<file path="config.mk">
export PLATFORM = sky130hd
export DESIGN_NAME = cmul_conj_pipe
export DESIGN_NICKNAME = d
export VERILOG_FILES = /design/src/rtl/cmul_pkg.sv /design/src/rtl/cmul_operand_reg.sv /design/src/rtl/cmul_prod_stage.sv /design/src/rtl/cmul_sum_stage.sv /design/src/rtl/cmul_conj_pipe.sv
export SDC_FILE = /design/constraint.sdc
export NUM_CORES = 2
export LEC_CHECK = 0
export ABC_AREA = 1
export ABC_CLOCK_PERIOD_IN_PS = 11000
export BUFFER_PORTS_ARGS = -buffer_cell sky130_fd_sc_hd__buf_4
export CORE_MARGIN = 5
export CORE_UTILIZATION = 40
export DETAILED_ROUTE_END_ITERATION = 10
export GPL_TIMING_DRIVEN = 0
export PLACE_DENSITY = 0.54
export SYNTH_ARGS = -nofsm -noshare
export SYNTH_HDL_FRONTEND = slang
export SYNTH_SLANG_ARGS = --single-unit
</file>
<file path="constraint.sdc">
create_clock -name clk -period 11 [get_ports clk]
set_input_delay 3.3 -clock clk [delete_from_list [all_inputs] [get_ports clk]]
set_output_delay 3.3 -clock clk [all_outputs]
set_load 0.01 [all_outputs]
</file>
<file path="src/rtl/cmul_pkg.sv">
package cmul_pkg;
    // default operand component width
    localparam int CMUL_DW   = 16;
    // number of operand registers and their indices
    localparam int CMUL_NOPS = 2;
    localparam int CMUL_X    = 0;
    localparam int CMUL_Y    = 1;
endpackage

</file>
<file path="src/rtl/cmul_operand_reg.sv">
module cmul_operand_reg #(
    parameter int DW = cmul_pkg::CMUL_DW
) (
    input  logic                 clk,
    input  logic                 rst,
    input  logic                 ld_n,
    input  logic                 conj,
    input  logic signed [DW-1:0] re_in,
    input  logic signed [DW-1:0] im_in,
    output logic signed [DW-1:0] re_q,
    output logic signed [DW-1:0] im_q
);
    localparam logic signed [DW-1:0] MIN_V = {1'b1, {(DW-1){1'b0}}};
    localparam logic signed [DW-1:0] MAX_V = {1'b0, {(DW-1){1'b1}}};

    typedef struct packed {
        logic signed [DW-1:0] re;
        logic signed [DW-1:0] im;
    } op_t;

    op_t                  st_d, st_q;
    logic signed [DW-1:0] neg_im;

    // saturating negation of the imaginary half
    always_comb begin
        if (im_in == MIN_V) neg_im = MAX_V;
        else                neg_im = -im_in;
    end

    always_comb begin
        st_d = st_q;
        if (rst) begin
            st_d = '0;
        end else if (!ld_n) begin
            st_d.re = re_in;
            st_d.im = conj ? neg_im : im_in;
        end
    end

    always_ff @(posedge clk) begin
        st_q <= st_d;
    end

    assign re_q = st_q.re;
    assign im_q = st_q.im;

    // register holds when its enable is inactive
    a_r2_hold: assert property (@(posedge clk) disable iff (rst)
        ld_n |=> ($stable(re_q) && $stable(im_q)));

    // a plain load stores the imaginary half unchanged
    a_r3_plain_load: assert property (@(posedge clk) disable iff (rst)
        (!ld_n && !conj) |=> (im_q == $past(im_in)));

    // a conjugating load never leaves the most negative code
    a_r4_no_wrap: assert property (@(posedge clk) disable iff (rst)
        (!ld_n && conj) |=> (im_q != MIN_V));
endmodule

</file>
<file path="src/rtl/cmul_prod_stage.sv">
module cmul_prod_stage #(
    parameter int DW = cmul_pkg::CMUL_DW,
    localparam int PW = 2 * DW
) (
    input  logic                 clk,
    input  logic                 rst,
    input  logic signed [DW-1:0] xr,
    input  logic signed [DW-1:0] xi,
    input  logic signed [DW-1:0] yr,
    input  logic signed [DW-1:0] yi,
    input  logic                 vld_in,
    output logic signed [PW-1:0] rr_q,
    output logic signed [PW-1:0] ii_q,
    output logic signed [PW-1:0] ri_q,
    output logic signed [PW-1:0] ir_q,
    output logic                 vld_q
);
    typedef struct packed {
        logic signed [PW-1:0] rr;
        logic signed [PW-1:0] ii;
        logic signed [PW-1:0] ri;
        logic signed [PW-1:0] ir;
        logic                 vld;
    } prod_t;

    prod_t pr_d, pr_q;

    always_comb begin
        pr_d = pr_q;
        if (rst) begin
            pr_d = '0;
        end else begin
            pr_d.rr  = PW'(xr) * PW'(yr);
            pr_d.ii  = PW'(xi) * PW'(yi);
            pr_d.ri  = PW'(xr) * PW'(yi);
            pr_d.ir  = PW'(xi) * PW'(yr);
            pr_d.vld = vld_in;
        end
    end

    always_ff @(posedge clk) begin
        pr_q <= pr_d;
    end

    assign rr_q  = pr_q.rr;
    assign ii_q  = pr_q.ii;
    assign ri_q  = pr_q.ri;
    assign ir_q  = pr_q.ir;
    assign vld_q = pr_q.vld;

    // a product of two nonzero real halves carries the xor of their signs
    a_r5_rr_sign: assert property (@(posedge clk) disable iff (rst)
        (xr != 0 && yr != 0) |=> (rr_q[PW-1] == $past(xr[DW-1] ^ yr[DW-1])));
endmodule

</file>
<file path="src/rtl/cmul_sum_stage.sv">
module cmul_sum_stage #(
    parameter int DW = cmul_pkg::CMUL_DW,
    localparam int PW = 2 * DW
) (
    input  logic                 clk,
    input  logic                 rst,
    input  logic signed [PW-1:0] rr,
    input  logic signed [PW-1:0] ii,
    input  logic signed [PW-1:0] ri,
    input  logic signed [PW-1:0] ir,
    input  logic                 vld_in,
    output logic signed [PW-1:0] re_q,
    output logic signed [PW-1:0] im_q,
    output logic                 vld_q
);
    typedef struct packed {
        logic signed [PW-1:0] re;
        logic signed [PW-1:0] im;
        logic                 vld;
    } sum_t;

    sum_t sm_d, sm_q;

    always_comb begin
        sm_d = sm_q;
        if (rst) begin
            sm_d = '0;
        end else begin
            sm_d.re  = rr - ii;
            sm_d.im  = ri + ir;
            sm_d.vld = vld_in;
        end
    end

    always_ff @(posedge clk) begin
        sm_q <= sm_d;
    end

    assign re_q  = sm_q.re;
    assign im_q  = sm_q.im;
    assign vld_q = sm_q.vld;

    // the strobe leaves this stage one edge after it arrived
    a_r7_vld_follow: assert property (@(posedge clk) disable iff (rst)
        vld_q == $past(vld_in));
endmodule

</file>
<file path="src/rtl/cmul_conj_pipe.sv">
module cmul_conj_pipe #(
    parameter int DW = cmul_pkg::CMUL_DW,
    localparam int PW = 2 * DW
) (
    input  logic                 clk,
    input  logic                 rst,
    input  logic signed [DW-1:0] x_re,
    input  logic signed [DW-1:0] x_im,
    input  logic signed [DW-1:0] y_re,
    input  logic signed [DW-1:0] y_im,
    input  logic                 ld_x_n,
    input  logic                 ld_y_n,
    input  logic                 conj_x,
    input  logic                 conj_y,
    output logic signed [PW-1:0] res_re,
    output logic signed [PW-1:0] res_im,
    output logic                 res_vld
);
    localparam int NOPS = cmul_pkg::CMUL_NOPS;
    localparam int IX   = cmul_pkg::CMUL_X;
    localparam int IY   = cmul_pkg::CMUL_Y;

    logic signed [DW-1:0] in_re [NOPS];
    logic signed [DW-1:0] in_im [NOPS];
    logic signed [DW-1:0] op_re [NOPS];
    logic signed [DW-1:0] op_im [NOPS];
    logic [NOPS-1:0]      ld_n_v;
    logic [NOPS-1:0]      conj_v;

    assign in_re[IX]  = x_re;
    assign in_im[IX]  = x_im;
    assign in_re[IY]  = y_re;
    assign in_im[IY]  = y_im;
    assign ld_n_v[IX] = ld_x_n;
    assign ld_n_v[IY] = ld_y_n;
    assign conj_v[IX] = conj_x;
    assign conj_v[IY] = conj_y;

    for (genvar g = 0; g < NOPS; g++) begin : g_op
        cmul_operand_reg #(.DW(DW)) u_op (
            .clk   (clk),
            .rst   (rst),
            .ld_n  (ld_n_v[g]),
            .conj  (conj_v[g]),
            .re_in (in_re[g]),
            .im_in (in_im[g]),
            .re_q  (op_re[g]),
            .im_q  (op_im[g])
        );
    end

    // strobe for the input-register stage
    logic ld_vld_d, ld_vld_q;

    always_comb begin
        ld_vld_d = ld_vld_q;
        if (rst) ld_vld_d = 1'b0;
        else     ld_vld_d = ~&ld_n_v;
    end

    always_ff @(posedge clk) begin
        ld_vld_q <= ld_vld_d;
    end

    logic signed [PW-1:0] p_rr, p_ii, p_ri, p_ir;
    logic                 p_vld;

    cmul_prod_stage #(.DW(DW)) u_prod (
        .clk    (clk),
        .rst    (rst),
        .xr     (op_re[IX]),
        .xi     (op_im[IX]),
        .yr     (op_re[IY]),
        .yi     (op_im[IY]),
        .vld_in (ld_vld_q),
        .rr_q   (p_rr),
        .ii_q   (p_ii),
        .ri_q   (p_ri),
        .ir_q   (p_ir),
        .vld_q  (p_vld)
    );

    cmul_sum_stage #(.DW(DW)) u_sum (
        .clk    (clk),
        .rst    (rst),
        .rr     (p_rr),
        .ii     (p_ii),
        .ri     (p_ri),
        .ir     (p_ir),
        .vld_in (p_vld),
        .re_q   (res_re),
        .im_q   (res_im),
        .vld_q  (res_vld)
    );

    // no operand loaded means no strobe entering the pipe
    a_r7_no_load_no_vld: assert property (@(posedge clk) disable iff (rst)
        (ld_x_n && ld_y_n) |=> !ld_vld_q);
endmodule

</file>
==> impl_metrics.py <==
metrics = {
    "timing": {
        "worstMarginPinSlew_ns": 1.54,
        "finalCritPeriodShare_pct": 69.5,
        "slew_viol_final": 11,
        "finClkSkew_ns": 0.0306,
        "setup_violations": 0,
        "slew_headroom_pct": -2.67,
        "rsz0062_at_grt": "false",
        "fmax_ghz": 0.131,
        "timing.final.crit_period_ns": 7.64,
        "setup_tns_ns": 0,
        "hold_viol_final": 0,
    },
    "clocking": {
        "cts_tree": "built",
        "htree_num_levels": 2,
        "cts_resized": 0,
        "clk_pin_slew_ns": 0.06,
        "post-cts-setup-buffer-count": 0,
        "ctsHoldBuffers": 0,
        "clock_sinks": 259,
        "clock_latency_ns": 0.60,
        "cts_root_buffer": "clkbuf_16",
        "cts_buffers": 34,
        "cts_buffer_depth": 3,
    },
    "worst_setup_path": {
        "crit_type": "reg -> reg",
        "critPathMostFrequentCell": "inv_1",
        "worstReg2RegEnd": "u_prod.ii_q[31]$_SDFF_PP0_",
        "max_stage_delay_ns": 1.07,
        "critPathCaptureType": "flop",
        "r2r_cells": 25,
        "reg2reg_from": "g_op[1].u_op.im_q[9]$_SDFFE_PP0N_",
        "cp_slowest_cell": "clkbuf_1",
        "critPathArrivalTime_ns": 8.13,
        "cp-endpoint": "u_prod.ii_q[31]$_SDFF_PP0_",
        "crit_path_start": "g_op[1].u_op.im_q[9]$_SDFFE_PP0N_",
        "crit_fanout": 10,
        "cp-start-kind": "flop",
        "r2r_slack_ns": 3.36,
        "cp.required_ns": 11.49,
    },
    "synthesis": {
        "ys_seq_area_share_pct": 9.38,
        "ys_types": 41,
        "synth_fp_nets": 9203,
        "ys_warn_count": 0,
        "synth.area.top_cells": "fa_1, inv_1, nand2_1",
        "synth_area_um2": 55300,
        "syn_inst": 7691,
        "yosys.cell_count.top_type": "inv_1",
        "synth-main-ff-cell": "dfxtp_1",
        "avgSynthCellArea_um2": 7.18,
        "synthArstFlopShare_pct": 0,
        "yosys-top-cells-count": "inv_1, nand2_1, fa_1",
        "synth_top_area_cell": "fa_1",
        "synth_top_area_share_pct": 38.0,
        "synth-edff-count": 0,
        "ys_seq_elements": 259,
    },
    "routing": {
        "postRouteAntennaNets": 0,
        "via_count": 48800,
        "drc_errors": 0,
        "drtPass1Iterations": 7,
        "drt-initial-drc-count": 4413,
        "viasPerCell": 5.04,
        "wl_per_cell_um": 21.8,
        "routed_wl_um": 211000,
    },
    "hold_path": {
        "min_path_type": "reg -> reg",
    },
    "global_routing": {
        "first_global_vias": 48700,
        "track_usage_pct": 29.0,
        "grt_pass1_wl_um": 311000,
        "grt_max_degree": 14,
        "antenna_found_initial": 15,
        "grt_overflow": 0,
    },
    "layout": {
        "n_fill_cell": 14600,
        "area_growth_pct": 8.00,
        "design_area_um2": 59700,
        "drive_gt1_share_pct": 3.31,
        "nNetsFinal": 9373,
    },
    "floorplanning": {
        "design.core.area_um2": 137000,
        "start_util_pct": 40.2,
        "row_count": 136,
        "fp.dieW_um": 382,
        "die_h_um": 382,
        "boundaryPins": 135,
        "dieArea_um2": 146000,
    },
    "place": {
        "globalplace.congestion": 0.992,
        "io_buffers": 131,
        "placed_cell_area_um2": 58500,
        "dp_hpwl_um": 181000,
    },
    "job": {
        "cap_violations": 1,
    },
    "run_status": {
        "outcome": "finished with violations",
        "violations": "capacitance limit, slew limit",
    },
    "power": {
        "finalPower_mw": 9.05,
        "ir_drop_uv": 99.9,
        "p_per_area_nw_per_um2": 152,
        "leakagePower_nw": 35.4,
    },
}
-- stage by stage --
| stage | setup WS [ns] | std cells | hold WS (ns) | utilization, % |
|---|---|---|---|---|
| 2_1_floorplan | 5.47 | 7691 | 0.388 | - |
| 3_3_place_gp | 3.55 | 9616 | 0.405 | 42.6 |
| 3_5_place_dp | 3.57 | 9619 | 0.401 | 42.6 |
| 4_1_cts | 3.53 | 9676 | 0.413 | 43.4 |
| 5_1_grt | 3.01 | 9676 | 0.448 | 43.4 |
| 6_report | 3.36 | 9682 | 0.414 | 43.5 |
-- critical path, delay by kind of cell (launching register included) --
kind                     cells  cell delay (ns)
adder cells (fa/ha/maj)      7             3.50
buffers and inverters        9             2.50
AND/OR/NAND/NOR              9             1.19
flip-flops                   1             0.31
-- cells in the final DEF (no fill, tap or decap), types with 8 or more instances in the layout --
cell type  instances
a21oi_1          263
a31oi_1           12
and2_1            17
buf_1             10
buf_2              9
buf_4            131
clkbuf_1         265
clkbuf_16         35
dfxtp_1          259
fa_1            1050
ha_1             392
inv_1           2132
inv_2             26
nand2_1         2101
nand3_1          205
nand3b_1          14
nand4_1           37
nor2_1           551
nor3_1            41
o21a_1            32
o21ai_0          141
o21ai_1           12
o21bai_1          39
or2_2              8
xnor2_1           12
xor2_1            14
-- flip-flops by register name (all words and copies together), names as in the netlist --
name / flops
u_prod.vld_q: 1
ld_vld_q: 1
u_sum.im_q: 32
u_prod.ii_q: 32
u_prod.ir_q: 32
g_op.u_op.re_q: 32
u_sum.re_q: 32
u_sum.vld_q: 1
u_prod.ri_q: 32
u_prod.rr_q: 32
g_op.u_op.im_q: 32
-- worst min path at each step --
stage                                       start                       to  depth (start not counted)
after detailed placement  u_prod.vld_q$_SDFF_PP0_   u_sum.vld_q$_SDFF_PP0_                          2
after CTS                 u_prod.vld_q$_SDFF_PP0_   u_sum.vld_q$_SDFF_PP0_                          2
after floorplan               ld_vld_q$_SDFF_PP0_  u_prod.vld_q$_SDFF_PP0_                          2
final                     u_prod.vld_q$_SDFF_PP0_   u_sum.vld_q$_SDFF_PP0_                          2
after global placement        ld_vld_q$_SDFF_PP0_  u_prod.vld_q$_SDFF_PP0_                          2
after global routing      u_prod.vld_q$_SDFF_PP0_   u_sum.vld_q$_SDFF_PP0_                          2
-- logic make-up (layout without fill, tap and decap cells) --
| group | after synthesis | count (layout) | share of synthesized area (%) |
|---|---|---|---|
| flops | 259 | 259 | 9.38 |
| other cells | 0 | 6 | 0 |
| fa+ha+maj | 1442 | 1442 | 46.9 |
| xor+xnor | 26 | 26 | 0.412 |
| compound gates | 510 | 510 | 5.05 |
| simple gates | 3003 | 3003 | 21.5 |
| buf+inv | 2451 | 2642 | 16.7 |
-- final cells by class --
class                   instances  area [um^2]  area share, %
flip-flops and latches        259         5180           8.69
diodes                          6         15.0         0.0252
repair buffers                134         1020           1.72
inverters                    2165         8130           13.6
well taps                    1794         2240           3.76
clock buffers                  43          946           1.59
clock inverters                14          183          0.306
plain buffers                 286         1100           1.85
multi-input cells            4981        40800           68.4
-- metal layers --
metal / routed length, um / global-route usage (%) / share of wire (%) / vias up
met5: 331 / 0 / 0.16 / -
met2: 90000 / 43.4 / 43 / 1892
met4: 9230 / 11.0 / 4.4 / 12
met1: 90600 / 40.0 / 43 / 24100
met3: 20900 / 8.11 / 9.9 / 366
li1: - / - / - / 22400
-- where the power goes --
| group | internal, mW | leakage, nW | switching, mW |
|---|---|---|---|
| Sequential | 1.21 | 2.15 | 0.116 |
| Combinational | 2.16 | 32.7 | 4.41 |
| Clock | 0.681 | 0.546 | 0.475 |
(Power assumes the default switching activity.)
